<file path="config.mk">
export PLATFORM = sky130hd
export DESIGN_NAME = mulShiftAdd
export DESIGN_NICKNAME = d
export VERILOG_FILES = /design/src/rtl/mulPkg.sv /design/src/rtl/mulControl.sv /design/src/rtl/mulDatapath.sv /design/src/rtl/mulShiftAdd.sv
export SDC_FILE = /design/constraint.sdc
export NUM_CORES = 1
export LEC_CHECK = 0
export BUFFER_PORTS_ARGS = -buffer_cell sky130_fd_sc_hd__buf_2
export CAP_MARGIN = 20
export CORE_ASPECT_RATIO = 1.2
export CORE_UTILIZATION = 54
export CTS_CLUSTER_SIZE = 25
export DETAILED_ROUTE_END_ITERATION = 6
export HOLD_SLACK_MARGIN = 0.05
export PLACE_DENSITY = 0.84
export SLEW_MARGIN = 0
export SYNTH_ARGS = -nofsm -noshare
export SYNTH_HDL_FRONTEND = slang
export SYNTH_SLANG_ARGS = --single-unit
</file>
<file path="constraint.sdc">
create_clock -name clk -period 2.75 [get_ports clk]
set_clock_uncertainty 0.05 [all_clocks]
set_input_delay 0.4125 -clock clk [delete_from_list [all_inputs] [get_ports clk]]
set_output_delay 0.4125 -clock clk [all_outputs]
set_load 0.02 [all_outputs]
</file>
<file path="src/rtl/mulPkg.sv">
package mulPkg;

  // Strobes issued by the sequencer to the register datapath.
  typedef struct packed {
    logic load;   // capture operands, clear accumulator
    logic step;   // one conditional add and one right shift
  } mulStrobeT;

  typedef enum logic [0:0] {
    ST_IDLE = 1'b0,
    ST_RUN  = 1'b1
  } mulStateT;

endpackage

</file>
<file path="src/rtl/mulControl.sv">
module mulControl
  import mulPkg::*;
#(
  parameter int WIDTH = 16
) (
  input  logic      clk,
  input  logic      rstN,
  input  logic      startReq,
  output mulStrobeT strobes,
  output logic      busy,
  output logic      done
);

  localparam int CNT_W = $clog2(WIDTH + 1);
  localparam logic [CNT_W-1:0] LAST_STEP = CNT_W'(WIDTH - 1);

  mulStateT         state;
  logic [CNT_W-1:0] stepCnt;
  logic             lastStep;

  assign lastStep = (stepCnt == LAST_STEP);

  always_comb begin
    strobes.load = (state == ST_IDLE) && startReq;
    strobes.step = (state == ST_RUN);
  end

  always_ff @(posedge clk) begin
    if (!rstN) begin
      state   <= ST_IDLE;
      stepCnt <= '0;
      done    <= 1'b0;
    end else begin
      done <= strobes.step && lastStep;
      if (strobes.load) begin
        state   <= ST_RUN;
        stepCnt <= '0;
      end else if (strobes.step) begin
        if (lastStep) begin
          state   <= ST_IDLE;
          stepCnt <= '0;
        end else begin
          stepCnt <= stepCnt + 1'b1;
        end
      end
    end
  end

  assign busy = (state == ST_RUN);

endmodule

</file>
<file path="src/rtl/mulDatapath.sv">
module mulDatapath
  import mulPkg::*;
#(
  parameter int WIDTH = 16
) (
  input  logic             clk,
  input  logic             rstN,
  input  mulStrobeT        strobes,
  input  logic [WIDTH-1:0] multiplicand,
  input  logic [WIDTH-1:0] multiplier,
  output logic [WIDTH-1:0] hiOut,
  output logic [WIDTH-1:0] loOut
);

  localparam int SUM_W = WIDTH + 1;

  logic [WIDTH-1:0] mdReg;
  logic [WIDTH-1:0] hiReg;
  logic [WIDTH-1:0] loReg;
  logic [WIDTH-1:0] addend;
  logic [SUM_W-1:0] partialSum;

  // Bottom multiplier bit gates the multiplicand into the adder.
  assign addend     = loReg[0] ? mdReg : '0;
  assign partialSum = {1'b0, hiReg} + {1'b0, addend};

  always_ff @(posedge clk) begin
    if (!rstN) begin
      mdReg <= '0;
      hiReg <= '0;
      loReg <= '0;
    end else if (strobes.load) begin
      mdReg <= multiplicand;
      hiReg <= '0;
      loReg <= multiplier;
    end else if (strobes.step) begin
      // {carry, sum, lo} moves down one place as one chain.
      hiReg <= partialSum[SUM_W-1:1];
      loReg <= {partialSum[0], loReg[WIDTH-1:1]};
    end
  end

  assign hiOut = hiReg;
  assign loOut = loReg;

endmodule

</file>
<file path="src/rtl/mulShiftAdd.sv">
module mulShiftAdd
  import mulPkg::*;
#(
  parameter int WIDTH = 16
) (
  input  logic             clk,
  input  logic             rstN,
  input  logic             startReq,
  input  logic [WIDTH-1:0] multiplicand,
  input  logic [WIDTH-1:0] multiplier,
  output logic             busy,
  output logic             done,
  output logic [WIDTH-1:0] hiOut,
  output logic [WIDTH-1:0] loOut
);

  mulStrobeT strobes;

  mulControl #(.WIDTH(WIDTH)) uCtrl (
    .clk      (clk),
    .rstN     (rstN),
    .startReq (startReq),
    .strobes  (strobes),
    .busy     (busy),
    .done     (done)
  );

  mulDatapath #(.WIDTH(WIDTH)) uPath (
    .clk          (clk),
    .rstN         (rstN),
    .strobes      (strobes),
    .multiplicand (multiplicand),
    .multiplier   (multiplier),
    .hiOut        (hiOut),
    .loOut        (loOut)
  );

endmodule

</file>
==> results of run 1 <==
==> synth_stat cells, types with 4 or more instances <==
cell type and n:
nand2_1 68, dfxtp_1 55, and2_1 33, o21ai_0 32, mux2i_1 23, a21oi_1 19, a21boi_0 18, ha_1 17
nor2_1 17, clkbuf_1 14, nand3_1 6, xnor2_1 6, xor2_1 6, inv_1 5, nor2b_1 4
==> critical path: stages (launching register included) <==
cell and delay, ps:
dfxtp_1 350, and2_1 140, ha_1 210, fa_1 420, a21o_1 230, a221oi_2 300
o21bai_2 120, or4_1 410, a32o_1 260
==> report_power, final <==
group          switching (W)  internal (W)  leakage (nW)
Combinational       0.000128     0.0000939          1.08
Sequential         0.0000282      0.000832         0.449
Clock               0.000262      0.000267        0.0502
==> worst max path at each step <==
stage                               from         endpoint  slack, ps  depth (start not counted)
after floorplan           uPath.loOut[0]   uPath.hiOut[9]        160                          8
after global placement    uPath.loOut[0]   uPath.hiOut[9]        240                          8
after detailed placement  uPath.loOut[0]   uPath.hiOut[9]        200                          8
after CTS                 uPath.loOut[0]   uPath.hiOut[9]        180                          8
after global routing      uPath.loOut[0]  uPath.hiOut[15]         30                         10
final                     uPath.loOut[0]   uPath.hiOut[9]        170                          8
==> kinds of logic after synthesis <==
family	count (synthesis)	share of synthesized area (%)
AND/OR/NAND/NOR	143	22.62
multiplexers	24	8.042
flip-flops	55	36.67
XOR/XNOR	12	3.500
AO/OA/AOI/OAI	89	18.46
adder cells (fa/ha/maj)	18	7.750
buffers and inverters	23	2.958
==> through the flow <==
step | instances | worst slack (ps) | instance area [sq um] | hold WS [ps]
final | 490 | 170.2 | 3511 | 293.5
after detailed placement | 483 | 196.8 | 3405 | 401.4
after global placement | 483 | 240.8 | 3405 | 391.1
after CTS | 490 | 175.2 | 3511 | 287.0
after floorplan | 364 | 160.6 | 3003 | 378.7
after global routing | 490 | 31.53 | 3511 | 287.6
==> area by class of cell <==
class                           count  area (sq um)
Inverter                            5         18.77
Fill cell                         455          1823
Sequential cell                    55          1102
Clock inverter                      2         37.54
Timing Repair Buffer               75         392.9
Tap cell                           62         77.57
Multi-Input combinational cell    286          1813
Clock buffer                        5         68.82
==> sequential cells by signal, summed over array words and instances, names as in the netlist <==
register and flops:
uCtrl.done 1, uCtrl.stepCnt 5, uPath.loOut 16, uPath.mdReg 16
uCtrl.busy 1, uPath.hiOut 16
==> per-layer routing <==
| layer | routed length, um | GRT usage (%) | part of all wire (%) |
|---|---|---|---|
| met3 | 343 | 4.227 | 5.1 |
| met4 | 116 | 6.909 | 1.7 |
| met2 | 3365 | 42.22 | 50 |
| met5 | 0 | 0 | 0 |
| met1 | 2858 | 27.55 | 43 |
==> impl_metrics.env, run 1 <==
export IMPL_status="finished clean"
export IMPL_synthTopCellsByArea="dfxtp_1 37%, nand2_1 8.5%, mux2i_1 7.7%"
export IMPL_rsz0062_at_grt="no"
export IMPL_setup_tns_ps=0
export IMPL_htree_levels=2
export IMPL_grt_usage_pct=23.29
export IMPL_hold_violations=0
export IMPL_final_cell_mix="68 x nand2_1, 68 x buf_2, 54 x dfxtp_1, 33 x and2_1, 32 x o21ai_0"
export IMPL_syn_inst=364
export IMPL_post_route_period_util_pct=93.81
export IMPL_antennaDiodeCount=0
export IMPL_holdBufCountCts=0
export IMPL_cts_made_buffers=5
export IMPL_min_to="uPath.mdReg[12]"
export IMPL_initial_core_util_pct=56.30
export IMPL_insertion_delay_ps=310
export IMPL_worst_slew_margin_rel_pct=54.30
export IMPL_rows=29
export IMPL_hpwlAfterDp_mm=4.981
export IMPL_cts_resized_gates=0
export IMPL_core_sq_um=5334
export IMPL_vias_per_cell=5.537
export IMPL_path_clk_slew_ps=90
export IMPL_die_h_um=83.69
export IMPL_hp_class="in -> reg"
export IMPL_ys_seq_area_share_pct=36.67
export IMPL_syn_to_final_growth_pct=16.92
export IMPL_max_clock_path_buffers=2
export IMPL_crit_required_ps=2910
export IMPL_hold_depth=3
export IMPL_fin_util_pct=65.82
export IMPL_r2r_cells=8
export IMPL_grt_pass1_wl_mm=11.25
export IMPL_leakagePower_nw=1.579
export IMPL_report_power_total_w=0.001611
export IMPL_num_vias=2713
export IMPL_maxCapViolCount=0
export IMPL_yosysWarnings=0
export IMPL_layout_drive_gt1_share_pct=20.33
export IMPL_r2r_start="uPath.loOut[0]"
export IMPL_crit_path_max_fanout=6
export IMPL_critPathCaptureType="flip-flop"
export IMPL_grt_ovfl_total=0
export IMPL_synth_top_area_share_pct=36.67
export IMPL_startpoint_type="flip-flop"
export IMPL_syn_num_nets=417
export IMPL_die_area_sq_um=5865
export IMPL_synth_largest_area_cell="dfxtp_1"
export IMPL_wl_per_cell_um=13.64
export IMPL_antenna_found_initial=0
export IMPL_ys_ff_latch=55
export IMPL_timing_rr_end="uPath.hiOut[9]"
export IMPL_dr_first_iter_drc_count=147
export IMPL_port_buffers=68
export IMPL_syn_avg_cell_area_sq_um=8.250
export IMPL_fmax_ghz=0.3876
export IMPL_drt_wl_total_mm=6.684
export IMPL_yosys_most_used_dff="dfxtp_1"
export IMPL_first_pass_iters=4
export IMPL_synth_cell_area_sq_um=3003
export IMPL_nets=481
export IMPL_crit_arrival_ps=2740
export IMPL_clkSinkCount=55
export IMPL_power_density_nw_per_um2=458.8
export IMPL_hp_start="multiplicand[12]"
export IMPL_path_class="reg -> reg"
export IMPL_ios=69
export IMPL_period_needed_ps=2580
export IMPL_ys_async_sr_fraction_pct=0
export IMPL_reg2reg_slack_ps=170
export IMPL_finalSetupViolCount=0
export IMPL_maxSlewViolCount=0
export IMPL_grt_max_degree=42
export IMPL_grt_pass1_vias=2563
export IMPL_post_cts_buffers=0
export IMPL_drc=0
export IMPL_synth_edf_count=0
export IMPL_place_congestion=0.8692
export IMPL_ir_drop_mv=0.3556
export IMPL_worst_pin_slew_ps=684.0
export IMPL_die_x_um=70.08
export IMPL_ys_types=40
export IMPL_cts_tree="done"
export IMPL_cts_root_buf="clkbuf_8"
export IMPL_antenna_left=0
Power figures use the tool's default switching activity.
==> inputs of run 2 (changes only) <==
--- a/config.mk
+++ b/config.mk
@@ -13,6 +13,7 @@
 export DETAILED_ROUTE_END_ITERATION = 6
 export HOLD_SLACK_MARGIN = 0.05
 export PLACE_DENSITY = 0.84
+export SKIP_LAST_GASP = 1
 export SLEW_MARGIN = 0
 export SYNTH_ARGS = -nofsm -noshare
 export SYNTH_HDL_FRONTEND = slang
==> constraint.sdc (replaced) <==
create_clock -name clk -period 2.5 [get_ports clk]
set_clock_uncertainty 0.05 [all_clocks]
set_input_delay 0.375 -clock clk [delete_from_list [all_inputs] [get_ports clk]]
set_output_delay 0.375 -clock clk [all_outputs]
set_load 0.02 [all_outputs]
==> impl_metrics.env, run 2 (synthesis results as in run 1) <==
export IMPL_status="finished clean"
export IMPL_hold_violations=0
export IMPL_startpoint_type="flip-flop"
export IMPL_antennaDiodeCount=0
export IMPL_cts_made_buffers=5
export IMPL_max_clock_path_buffers=2
export IMPL_path_clk_slew_ps=100
export IMPL_post_route_period_util_pct=98.02
export IMPL_htree_levels=2
export IMPL_comb_power_share_pct=14.6
export IMPL_grt_max_degree=31
export IMPL_syn_to_final_growth_pct=19.63
export IMPL_die_h_um=83.69
export IMPL_core_sq_um=5334
export IMPL_finalSetupViolCount=0
export IMPL_grt_pass1_wl_mm=11.39
export IMPL_slowest_stage="or4_1"
export IMPL_maxCapViolCount=0
export IMPL_crit_path_max_fanout=2
export IMPL_grt_usage_pct=23.60
export IMPL_dr_first_iter_drc_count=131
export IMPL_layout_setup_ws_ps=49.39
export IMPL_cts_tree="done"
export IMPL_drc=0
export IMPL_critPathCaptureType="flip-flop"
export IMPL_power_frac_seq_pct=54.8
export IMPL_worst_slew_margin_rel_pct=45.70
export IMPL_hp_class="in -> reg"
export IMPL_crit_arrival_ps=2610
export IMPL_grt_pass1_vias=2667
export IMPL_vias_per_cell=5.510
export IMPL_nets=488
export IMPL_clkSinkCount=55
export IMPL_initial_core_util_pct=56.30
export IMPL_insertion_delay_ps=310
export IMPL_antenna_left=0
export IMPL_die_x_um=70.08
export IMPL_antenna_found_initial=0
export IMPL_leakagePower_nw=1.622
export IMPL_layout_drive_gt1_share_pct=23.39
export IMPL_num_vias=2744
export IMPL_rows=29
export IMPL_p_sw_share_pct=27.51
export IMPL_fin_cells=498
export IMPL_die_area_sq_um=5865
export IMPL_wl_per_cell_um=13.45
export IMPL_ios=69
export IMPL_power_density_nw_per_um2=480.8
export IMPL_numPlacedInstances=487
export IMPL_cts_root_buf="clkbuf_8"
export IMPL_period_needed_ps=2451
export IMPL_path_class="reg -> reg"
export IMPL_report_power_total_w=0.001727
export IMPL_ir_drop_mv=0.3689
export IMPL_maxSlewViolCount=0
export IMPL_setup_tns_ps=0
export IMPL_drt_wl_total_mm=6.698
export IMPL_pre_cts_slack_ps=31.45
export IMPL_place_congestion=0.9067
export IMPL_worst_pin_slew_ps=812.7
export IMPL_hpwlAfterDp_mm=4.982
export IMPL_worst_path_buf_inv=0
export IMPL_crit_required_ps=2660
export IMPL_internal_power_w=0.001252
export IMPL_p_clk_share_pct=30.6
export IMPL_p_sw_w=0.0004750
export IMPL_grt_ovfl_total=0
export IMPL_crit_family="compound AO/OA/AOI/OAI gates"
export IMPL_port_buffers=68
export IMPL_final_cell_mix="68 x nand2_1, 68 x buf_2, 53 x dfxtp_1, 32 x and2_1, 32 x o21ai_0"
export IMPL_first_pass_iters=4
export IMPL_cp_slowest_stage_delay_ps=400
export IMPL_cp_cell_sequence="and2_4 -> ha_2 -> fa_2 -> a21o_1 -> a221oi_4 -> o21bai_2 -> or4_1 -> a32o_1"
export IMPL_fmax_ghz=0.4081
[run 2: cell count changes in the layout (fill, tap and decap cells not counted), sizes merged]
cell / delta
buf: +7
bufinv: -1
clkbuf: +1
clkinv: +1
[run 2: per-layer routing]
layer	global-route usage [%]	up-vias	part of all wire (%)
met3	4.227	15	3.8
met1	27.38	1267	43
li1	-	1396	-
met2	42.31	66	51
met5	0	-	0
met4	9.455	0	2.4
[run 2: tightest hold or removal path, cell delays in order]
cell      delay (ps)
buf_2             90
nand2_1           40
a21boi_0          60
[run 2: layout make-up]
cell class | count | area, sq um
Timing Repair Buffer | 82 | 449.2
Clock inverter | 2 | 16.27
Sequential cell | 55 | 1104
Clock buffer | 6 | 82.58
Multi-Input combinational cell | 286 | 1844
Fill cell | 438 | 1742
Inverter | 5 | 18.77
Tap cell | 62 | 77.57
[run 2: path summary, 6_finish.rpt]
path | start | endpoint | slack, ps | cells past startpoint
worst max-delay path | uPath.mdReg[0] | uPath.hiOut[9] | 50 | 8
worst max register to register | uPath.mdReg[0] | uPath.hiOut[9] | 50 | 8
worst min register to register | uPath.mdReg[9] | uPath.mdReg[9] | 420 | 2
worst min-delay path | multiplicand[1] | uPath.mdReg[1] | 250 | 3
[run 2: power by group through the flow]
stage | clock network, W | logic (W) | registers (W)
2_1_floorplan | 0 | 0.000137 | 0.000984
5_1_grt | 0.000570 | 0.000279 | 0.000952
3_5_place_dp | 0 | 0.000248 | 0.000966
4_1_cts | 0.000538 | 0.000249 | 0.000946
3_3_place_gp | 0 | 0.000243 | 0.000965
6_report | 0.000529 | 0.000252 | 0.000946
[run 2: timing repair]
item | 4_1_cts | 5_1_grt
resized for setup | 0 | 7
buffers inserted | 0 | 3
setup endpoints to repair | 0 | 4
hold buffers | 0 | 0
[run 2: through the flow]
| step | hold WS, ps | util, % | instance area, sq um |
|---|---|---|---|
| floorplan | 378.7 | - | 3007 |
| global placement | 392.6 | 64.46 | 3438 |
| detailed placement | 406.2 | 64.46 | 3438 |
| CTS | 251.0 | 66.31 | 3537 |
| global route | 249.2 | 67.35 | 3592 |
| finish | 249.4 | 67.35 | 3592 |
